<file path="config.mk">
export PLATFORM = sky130hd
export DESIGN_NAME = sem_cell
export DESIGN_NICKNAME = d
export VERILOG_FILES = /design/src/rtl/sem_pkg.sv /design/src/rtl/sem_counter.sv /design/src/rtl/sem_waitmap.sv /design/src/rtl/sem_tag.sv /design/src/rtl/sem_cell.sv
export SDC_FILE = /design/constraint.sdc
export NUM_CORES = 1
export LEC_CHECK = 0
export BUFFER_PORTS_ARGS = -buffer_cell sky130_fd_sc_hd__buf_4
export CORE_MARGIN = 2
export CORE_UTILIZATION = 35
export CTS_BUF_LIST = sky130_fd_sc_hd__clkbuf_4 sky130_fd_sc_hd__clkbuf_8
export DETAILED_ROUTE_END_ITERATION = 16
export PLACE_DENSITY = 0.64
export SYNTH_ARGS = -nofsm -noshare
export SYNTH_HDL_FRONTEND = slang
export SYNTH_SLANG_ARGS = --single-unit
</file>
<file path="constraint.sdc">
create_clock -name clk -period 9.8 [get_ports clk]
set_clock_uncertainty 0.2 [all_clocks]
set_input_delay 1.47 -clock clk [delete_from_list [all_inputs] [get_ports clk]]
set_output_delay 1.47 -clock clk [all_outputs]
set_load 0.01 [all_outputs]
</file>
<file path="src/rtl/sem_pkg.sv">
package sem_pkg;
  typedef enum logic [1:0] {
    VIEW_CTL  = 2'd0,
    VIEW_RAW  = 2'd1,
    VIEW_SYNC = 2'd2,
    VIEW_TRY  = 2'd3
  } view_t;

  localparam int TAG_W    = 8;
  localparam int TAG_KIND = 2;
endpackage

</file>
<file path="src/rtl/sem_counter.sv">
module sem_counter #(
  parameter int CNT_W      = 16,
  parameter int INIT_COUNT = 0
) (
  input  logic             clk,
  input  logic             rst,
  input  logic             pop,
  input  logic             push,
  input  logic             load,
  input  logic [CNT_W-1:0] load_val,
  output logic [CNT_W-1:0] count
);
  localparam logic [CNT_W-1:0] CMAX = {CNT_W{1'b1}};

  always_ff @(posedge clk) begin
    if (rst)                       count <= CNT_W'(INIT_COUNT);
    else if (load)                 count <= load_val;
    else if (pop && count != '0)   count <= count - 1'b1;
    else if (push && count != CMAX) count <= count + 1'b1;
  end

  // a P read takes exactly one unit
  a_r3_pop_dec: assert property (@(posedge clk) disable iff (rst)
    (pop && !load && count != '0) |=> count == $past(count) - 1'b1);
  // a V write adds exactly one unit below saturation
  a_r4_push_inc: assert property (@(posedge clk) disable iff (rst)
    (push && !load && count != CMAX) |=> count == $past(count) + 1'b1);
  // saturation holds at the maximum
  a_r4_push_sat: assert property (@(posedge clk) disable iff (rst)
    (push && !load && count == CMAX) |=> count == CMAX);
endmodule

</file>
<file path="src/rtl/sem_waitmap.sv">
module sem_waitmap #(
  parameter int NTHREADS = 4,
  localparam int TID_W = (NTHREADS > 1) ? $clog2(NTHREADS) : 1
) (
  input  logic                clk,
  input  logic                rst,
  input  logic                set_en,
  input  logic                clr_one,
  input  logic [TID_W-1:0]    tid,
  input  logic                clr_all,
  output logic [NTHREADS-1:0] map
);
  for (genvar t = 0; t < NTHREADS; t++) begin : g_bit
    always_ff @(posedge clk) begin
      if (rst || clr_all)                          map[t] <= 1'b0;
      else if (set_en && tid == TID_W'(t))         map[t] <= 1'b1;
      else if (clr_one && tid == TID_W'(t))        map[t] <= 1'b0;
    end
  end

  // a V write empties the bitmap
  a_r7_clear_all: assert property (@(posedge clk) disable iff (rst)
    clr_all |=> map == '0);
endmodule

</file>
<file path="src/rtl/sem_tag.sv">
module sem_tag
  import sem_pkg::*;
(
  input  logic             clk,
  input  logic             rst,
  input  logic             wr_en,
  input  logic [TAG_W-1:0] wdata,
  output logic [TAG_W-1:0] tag
);
  always_ff @(posedge clk) begin
    if (rst)        tag <= '0;
    else if (wr_en) tag <= wdata & ~(TAG_W'(1) << TAG_KIND);
  end

  // the tag moves only on a control write
  a_r10_tag_hold: assert property (@(posedge clk) disable iff (rst)
    !wr_en |=> $stable(tag));
endmodule

</file>
<file path="src/rtl/sem_cell.sv">
module sem_cell
  import sem_pkg::*;
#(
  parameter int NTHREADS   = 4,
  parameter int CNT_W      = 16,
  parameter int INIT_COUNT = 0,
  localparam int TID_W = (NTHREADS > 1) ? $clog2(NTHREADS) : 1
) (
  input  logic                clk,
  input  logic                rst,
  input  logic                req_valid,
  input  logic [TID_W-1:0]    req_thread,
  input  logic [1:0]          req_view,
  input  logic                req_write,
  input  logic [CNT_W-1:0]    req_wdata,
  output logic                rsp_valid,
  output logic [CNT_W-1:0]    rsp_rdata,
  output logic                rsp_blocked,
  output logic [NTHREADS-1:0] waiters
);
  view_t            view;
  logic             is_pv, rd, cnt_zero;
  logic             pop, push, blk_now, raw_wr, tag_wr;
  logic [CNT_W-1:0] count, rdata_next;
  logic [TAG_W-1:0] tag;
  logic             last_ctl_rd;

  assign view     = view_t'(req_view);
  assign is_pv    = (view == VIEW_SYNC) || (view == VIEW_TRY);
  assign rd       = !req_write;
  assign cnt_zero = (count == '0);
  assign pop      = req_valid && is_pv && rd && !cnt_zero;
  assign push     = req_valid && is_pv && req_write;
  assign blk_now  = req_valid && (view == VIEW_SYNC) && rd && cnt_zero;
  assign raw_wr   = req_valid && (view == VIEW_RAW) && req_write;
  assign tag_wr   = req_valid && (view == VIEW_CTL) && req_write;

  always_comb begin
    rdata_next = '0;
    if (rd) begin
      unique case (view)
        VIEW_CTL:  rdata_next = CNT_W'(tag);
        VIEW_RAW:  rdata_next = count;
        default:   rdata_next = cnt_zero ? '0 : count;
      endcase
    end
  end

  sem_counter #(.CNT_W(CNT_W), .INIT_COUNT(INIT_COUNT)) i_cnt (
    .clk(clk), .rst(rst), .pop(pop), .push(push),
    .load(raw_wr), .load_val(req_wdata), .count(count));

  sem_waitmap #(.NTHREADS(NTHREADS)) i_wait (
    .clk(clk), .rst(rst), .set_en(blk_now), .clr_one(pop),
    .tid(req_thread), .clr_all(push), .map(waiters));

  sem_tag i_tag (
    .clk(clk), .rst(rst), .wr_en(tag_wr),
    .wdata(req_wdata[TAG_W-1:0]), .tag(tag));

  always_ff @(posedge clk) begin
    if (rst) begin
      rsp_valid   <= 1'b0;
      rsp_rdata   <= '0;
      rsp_blocked <= 1'b0;
      last_ctl_rd <= 1'b0;
    end else begin
      rsp_valid   <= req_valid;
      rsp_rdata   <= req_valid ? rdata_next : '0;
      rsp_blocked <= blk_now;
      last_ctl_rd <= req_valid && (view == VIEW_CTL) && rd;
    end
  end

  // blocked only accompanies a response
  a_r2_blk_valid: assert property (@(posedge clk) disable iff (rst)
    rsp_blocked |-> rsp_valid);
  // a blocked read leaves the count empty
  a_r5_blk_zero: assert property (@(posedge clk) disable iff (rst)
    rsp_blocked |-> count == '0);
  // the kind bit reads zero on a control read
  a_r9_kind_zero: assert property (@(posedge clk) disable iff (rst)
    (rsp_valid && last_ctl_rd) |-> rsp_rdata[TAG_KIND] == 1'b0);
endmodule

</file>
# After elaboration in Yosys (flattened, before gate mapping)
# Cells that the tools add are included.
# totals
register_bits	45
input_bits	24
# op_classes
n_reduce_logical	35
addsub	2
mux	13
n_eq_ne	7
bitwise	1
# ops
operator	n
two-way mux 16 bit	4
case mux 16 bit (2 select lines)	1
logical AND 1 bit	21
adder 16 x 1 -> 16 bit, second input constant	1
logical NOT 16 bit	1
!= test 16 bit, second input constant	1
nonzero test 16 bit	1
subtractor 16 x 1 -> 16 bit, second input constant	1
== test 2 bit, second input constant	4
two-way mux 1 bit	8
nonzero test 2 bit	4
== test 2 x 1 -> 1 bit, second input constant	2
logical NOT 2 bit	2
nonzero test 3 bit	1
OR reduction 3 bit	1
logical NOT 1 bit	2
logical OR 1 bit	2
NOT 1 bit	1

# Longest topological paths before layout
# depth
word_depth	8
mapped_depth	10
ltp_nobuf	10

# Modules after synthesis
# From an unflattened synthesis, not the netlist that was laid out.
# unflattened
cells_unflattened	312
hier_area_um2	2752.6
# by_module_without_submodules
module	n_inst	cells_per_inst	area_each_um2
sem_counter	1	199	1642.8
sem_cell	1	70	650.6
sem_tag	1	24	259.0
sem_waitmap	1	19	200.2

# Worst setup path before layout
# No wires, ideal clock.
# synth_timing
path_kind	input port to flip-flop
start	in req_view[1]
end	reg i_cnt.count[14]
stages	10
required_time_ns	9.497
n_path_buf	1
slack_ns	5.178
arrival_ns	4.319
cell_sequence	buf_2 nand3b_1 nor2_1 ha_1 a2111oi_4 o21ai_2 a221oi_2 nor2_1 mux2_4 a2111oi_2
# synth_between
elab_chain_cells	8
elab_cells_between_ends	15
# synth_rtl
element	line_no	rtl
start: declaration	sem_cell.sv:13	input logic [1:0] req_view,
== test 2 bit	sem_cell.sv:29	assign is_pv = (view == VIEW_SYNC) || (view == VIEW_TRY);
logical OR 1 bit	sem_cell.sv:29	
logical AND 1 bit	sem_cell.sv:32, sem_cell.sv:33	
logical AND 1 bit (2 in a row)	sem_cell.sv:32	assign pop = req_valid && is_pv && rd && !cnt_zero;
logical AND 1 bit	sem_counter.sv:18	else if (pop && count != '0) count <= count - 1'b1;
two-way mux 16 bit	sem_counter.sv:18	
two-way mux 16 bit	sem_counter.sv:17	else if (load) count <= load_val;
end signal: assignment	sem_counter.sv:17	
end signal: assignment	sem_counter.sv:18	
end signal: assignment	sem_counter.sv:19	else if (push && count != CMAX) count <= count + 1'b1;
end: declaration	sem_counter.sv:11	output logic [CNT_W-1:0] count
# Several ways; a longest one is shown, not always the timed one.
# A chain may end at the register's enable or synchronous reset.

# Final worst setup path
# layout_timing
start	in req_write
end	reg i_cnt.count[14]
# layout_between
elab_chain_cells	6
elab_cells_between_ends	10
# layout_rtl
element	line_no	rtl
start: declaration	sem_cell.sv:14	input logic req_write,
logical NOT 1 bit	sem_cell.sv:30	assign rd = !req_write;
logical AND 1 bit (2 in a row)	sem_cell.sv:32	
logical AND 1 bit	sem_counter.sv:18	
two-way mux 16 bit	sem_counter.sv:18	
two-way mux 16 bit	sem_counter.sv:17	
# Several ways; a longest one is shown, not always the timed one.

==> results.sh <==
export IMPL_ff_latch_area_um2=901
export IMPL_crit_buf_inv=1
export IMPL_cts_made_buffers=5
export IMPL_io_pins=46
export IMPL_syn_area_per_cell_um2=9.09
export IMPL_grt_usage_pct=16.2
export IMPL_dieWidth_um=87.1
export IMPL_drive_gt1_share_pct=20.8
export IMPL_multi_input_area_um2=1450
export IMPL_drtAntennaViolNets=0
export IMPL_antennaDiodeCount=0
export IMPL_fin_setup_tns_ns=0
export IMPL_nFillCells=690
export IMPL_grt_start_max_net_pins=31
export IMPL_fmax_ghz=0.222
export IMPL_synth_nets=305
export IMPL_clkSlewWorstSetupHoldPaths_ns=0.09
export IMPL_cts_root_buf="clkbuf_8"
export IMPL_finalHoldViolCount=0
export IMPL_critPathMaxStageDelay_ns=0.74
export IMPL_r2r_slack_ns=5.92
export IMPL_nNetsFinal=350
export IMPL_cts_tree="built"
export IMPL_fin_hold_ws_ns=0.273
export IMPL_clock_path_buffers=2
export IMPL_p_per_area_nw_per_um2=136
export IMPL_grt_pass1_wl_mm=9.85
export IMPL_worstHoldPathType="reg2reg"
export IMPL_areaGrowthSynthToFinish_pct=21.4
export IMPL_routabilityCongestion=0.899
export IMPL_ys_ff_latch=45
export IMPL_status="completed"
export IMPL_crit_slowest_cell="nor2_1"
export IMPL_critPathMaxFanout=12
export IMPL_ir_worst_vdd_uv=68.0
export IMPL_synth_edf_count=0
export IMPL_grt_ovfl_total=0
export IMPL_h_tree_depth=2
export IMPL_layout_min_cycle_time_ns=4.51
export IMPL_num_vias=2221
export IMPL_dieArea_um2=7590
export IMPL_yosysUniqueCellTypes=51
export IMPL_drc_errors=0
export IMPL_arrival_ns=4.51
export IMPL_dpl_hpwl_mm=4.35
export IMPL_drv_cap=0
export IMPL_path_delay_family="compound AO/OA/AOI/OAI gates"
export IMPL_path_class="in2reg"
export IMPL_postCtsHoldBufs=0
export IMPL_timing_critical_path_required_ns=9.80
export IMPL_syn_inst=266
export IMPL_end_kind="flop"
export IMPL_yosysTopAreaCell="dfxtp_1"
export IMPL_wire_per_inst_um=15.2
export IMPL_syn_area_um2=2420
export IMPL_start_util_pct=35.8
export IMPL_post_cts_buffers=0
export IMPL_die_h_um=87.1
export IMPL_crit_chain="buf_4, nand3b_1, nor2_1, ha_1, a2111oi_4, o21ai_2, a221oi_2, nor2_1, mux2_4, a2111oi_2"
export IMPL_insertion_delay_ns=0.30
export IMPL_crit_path_frequent_cell="nor2_1"
export IMPL_relSlewSlack_pct=13.1
export IMPL_totalWireLength_mm=5.96
export IMPL_drtIter0Drc=149
export IMPL_synth_top_area_share_pct=37.2
export IMPL_finalSetupViolations=0
export IMPL_synthArstFlopShare_pct=0
export IMPL_worst_pin_slew_ns=1.29
export IMPL_antenna_found_initial=0
export IMPL_io_buffers=45
export IMPL_clock_sinks=45
export IMPL_rows=30
export IMPL_drtPass1Iterations=4
export IMPL_core_um2=6760
export IMPL_grt_pass1_vias=2114
export IMPL_avgViaCountPerCell=5.67
export IMPL_synthTopCellsByArea="dfxtp_1 37%, ha_1 7.2%, nor2_1 4.7%"
export IMPL_period_share_pct=46.0
export IMPL_grt_setup_unrepaired="false"
export IMPL_p_leak_uw=0.00119
export IMPL_synth_warnings=0
export IMPL_finalMaxSlewViolations=0
export IMPL_startpoint_type="input pin"
export IMPL_synth_seq_area_share_pct=37.2
export IMPL_ys_dominant_reg_cell="dfxtp_1"
export IMPL_cts_resized_gates=0
[worst reg2reg max path, cell delays in order, from the launching register on]
cell and delay [ns]:
dfxtp_1 0.46, nor4_1 0.10, and4_2 0.30, nor2_1 0.75, ha_1 0.45, a2111oi_4 0.37
o21ai_2 0.16, a221oi_2 0.26, nor2_1 0.10, mux2_4 0.31, a2111oi_2 0.33
[report_power, final]
part	switching, uW	internal, uW	leakage, uW
registers	9.73	190	0.000365
logic	43.0	34.9	0.000777
clock network	64.3	57.2	0.0000512
[stage by stage]
| stage | total power, uW | instances | instance area [um^2] | utilization, % | setup slack [ns] |
|---|---|---|---|---|---|
| after global routing | 422 | 392 | 2940 | 43.4 | 4.96 |
| after CTS | 403 | 392 | 2940 | 43.4 | 5.32 |
| after floorplan | 256 | 266 | 2420 | - | 5.18 |
| final | 399 | 392 | 2940 | 43.4 | 5.29 |
| after global placement | 280 | 384 | 2840 | 42.0 | 5.12 |
| after detailed placement | 282 | 384 | 2840 | 42.0 | 5.02 |
[sequential cells by signal (all words and copies together), names as in the netlist]
name         cells
i_tag.tag        7
rsp_blocked      1
i_wait.map       4
i_cnt.count     16
rsp_valid        1
rsp_rdata       16
[cell families after synthesis]
group           share of synthesized area [%]
xor+xnor                                 4.35
buf+inv                                  2.74
flops                                    37.2
fa+ha+maj                                8.07
simple gates                             19.7
compound gates                           23.6
mux                                      4.35
[path summary, 6_finish.rpt]
path,from,to,depth (start not counted)
max,req_write,i_cnt.count[14],10
min,i_tag.tag[3],rsp_rdata[3],1
max reg2reg,i_cnt.count[1],i_cnt.count[14],10
min reg2reg,i_tag.tag[3],rsp_rdata[3],1
[layout make-up]
| type | instances | area share, % |
|---|---|---|
| Clock buffer | 6 | 2.81 |
| Clock inverter | 2 | 0.469 |
| Timing Repair Buffer | 48 | 12.3 |
| Multi-Input combinational cell | 204 | 49.4 |
| Inverter | 7 | 0.895 |
| Sequential cell | 45 | 30.7 |
| Tap cell | 80 | 3.41 |
[placed cells by master, fill, tap and decap left out, types with 2 or more instances in the layout]
master and count:
clkbuf_8 6, a2111oi_4 2, a31oi_1 3, xnor2_1 9, nor2_1 30, o21ai_0 7, mux2i_1 9, xor2_1 3
a22o_1 7, nand3b_1 3, a32oi_1 3, nor3_1 4, nand2_1 16, nand3_1 6, dfxtp_1 45, nand2b_1 3
a21oi_1 16, a2111oi_0 3, o31ai_1 4, a211oi_1 6, inv_1 7, and2_1 10, nand4_1 8, buf_4 48
a22oi_1 5, nor4_1 7, a221oi_1 2, a21o_1 3, ha_1 14
[cell usage after synthesis (4+ instances only)]
master and instances:
and2_1 10, nand3_1 6, nand2_1 16, a22oi_1 5, nor4_1 7, mux2i_1 9, a22o_1 7, dfxtp_1 45
a21oi_1 16, o31ai_1 4, a211oi_1 6, o21ai_0 7, nor2_1 30, xnor2_1 9, ha_1 14, nand4_1 8
nor3_1 4, clkbuf_1 6, inv_1 7
[metal layers]
metal | wire length [um] | vias to the layer above | GRT usage [%]
met3 | 304 | 7 | 3.13
met1 | 2630 | 1060 | 20.3
met2 | 2990 | 60 | 28.2
li1 | - | 1094 | -
met4 | 36 | 0 | 4.62
met5 | 0 | - | 0
No activity file was read; power rests on OpenSTA's default activity.
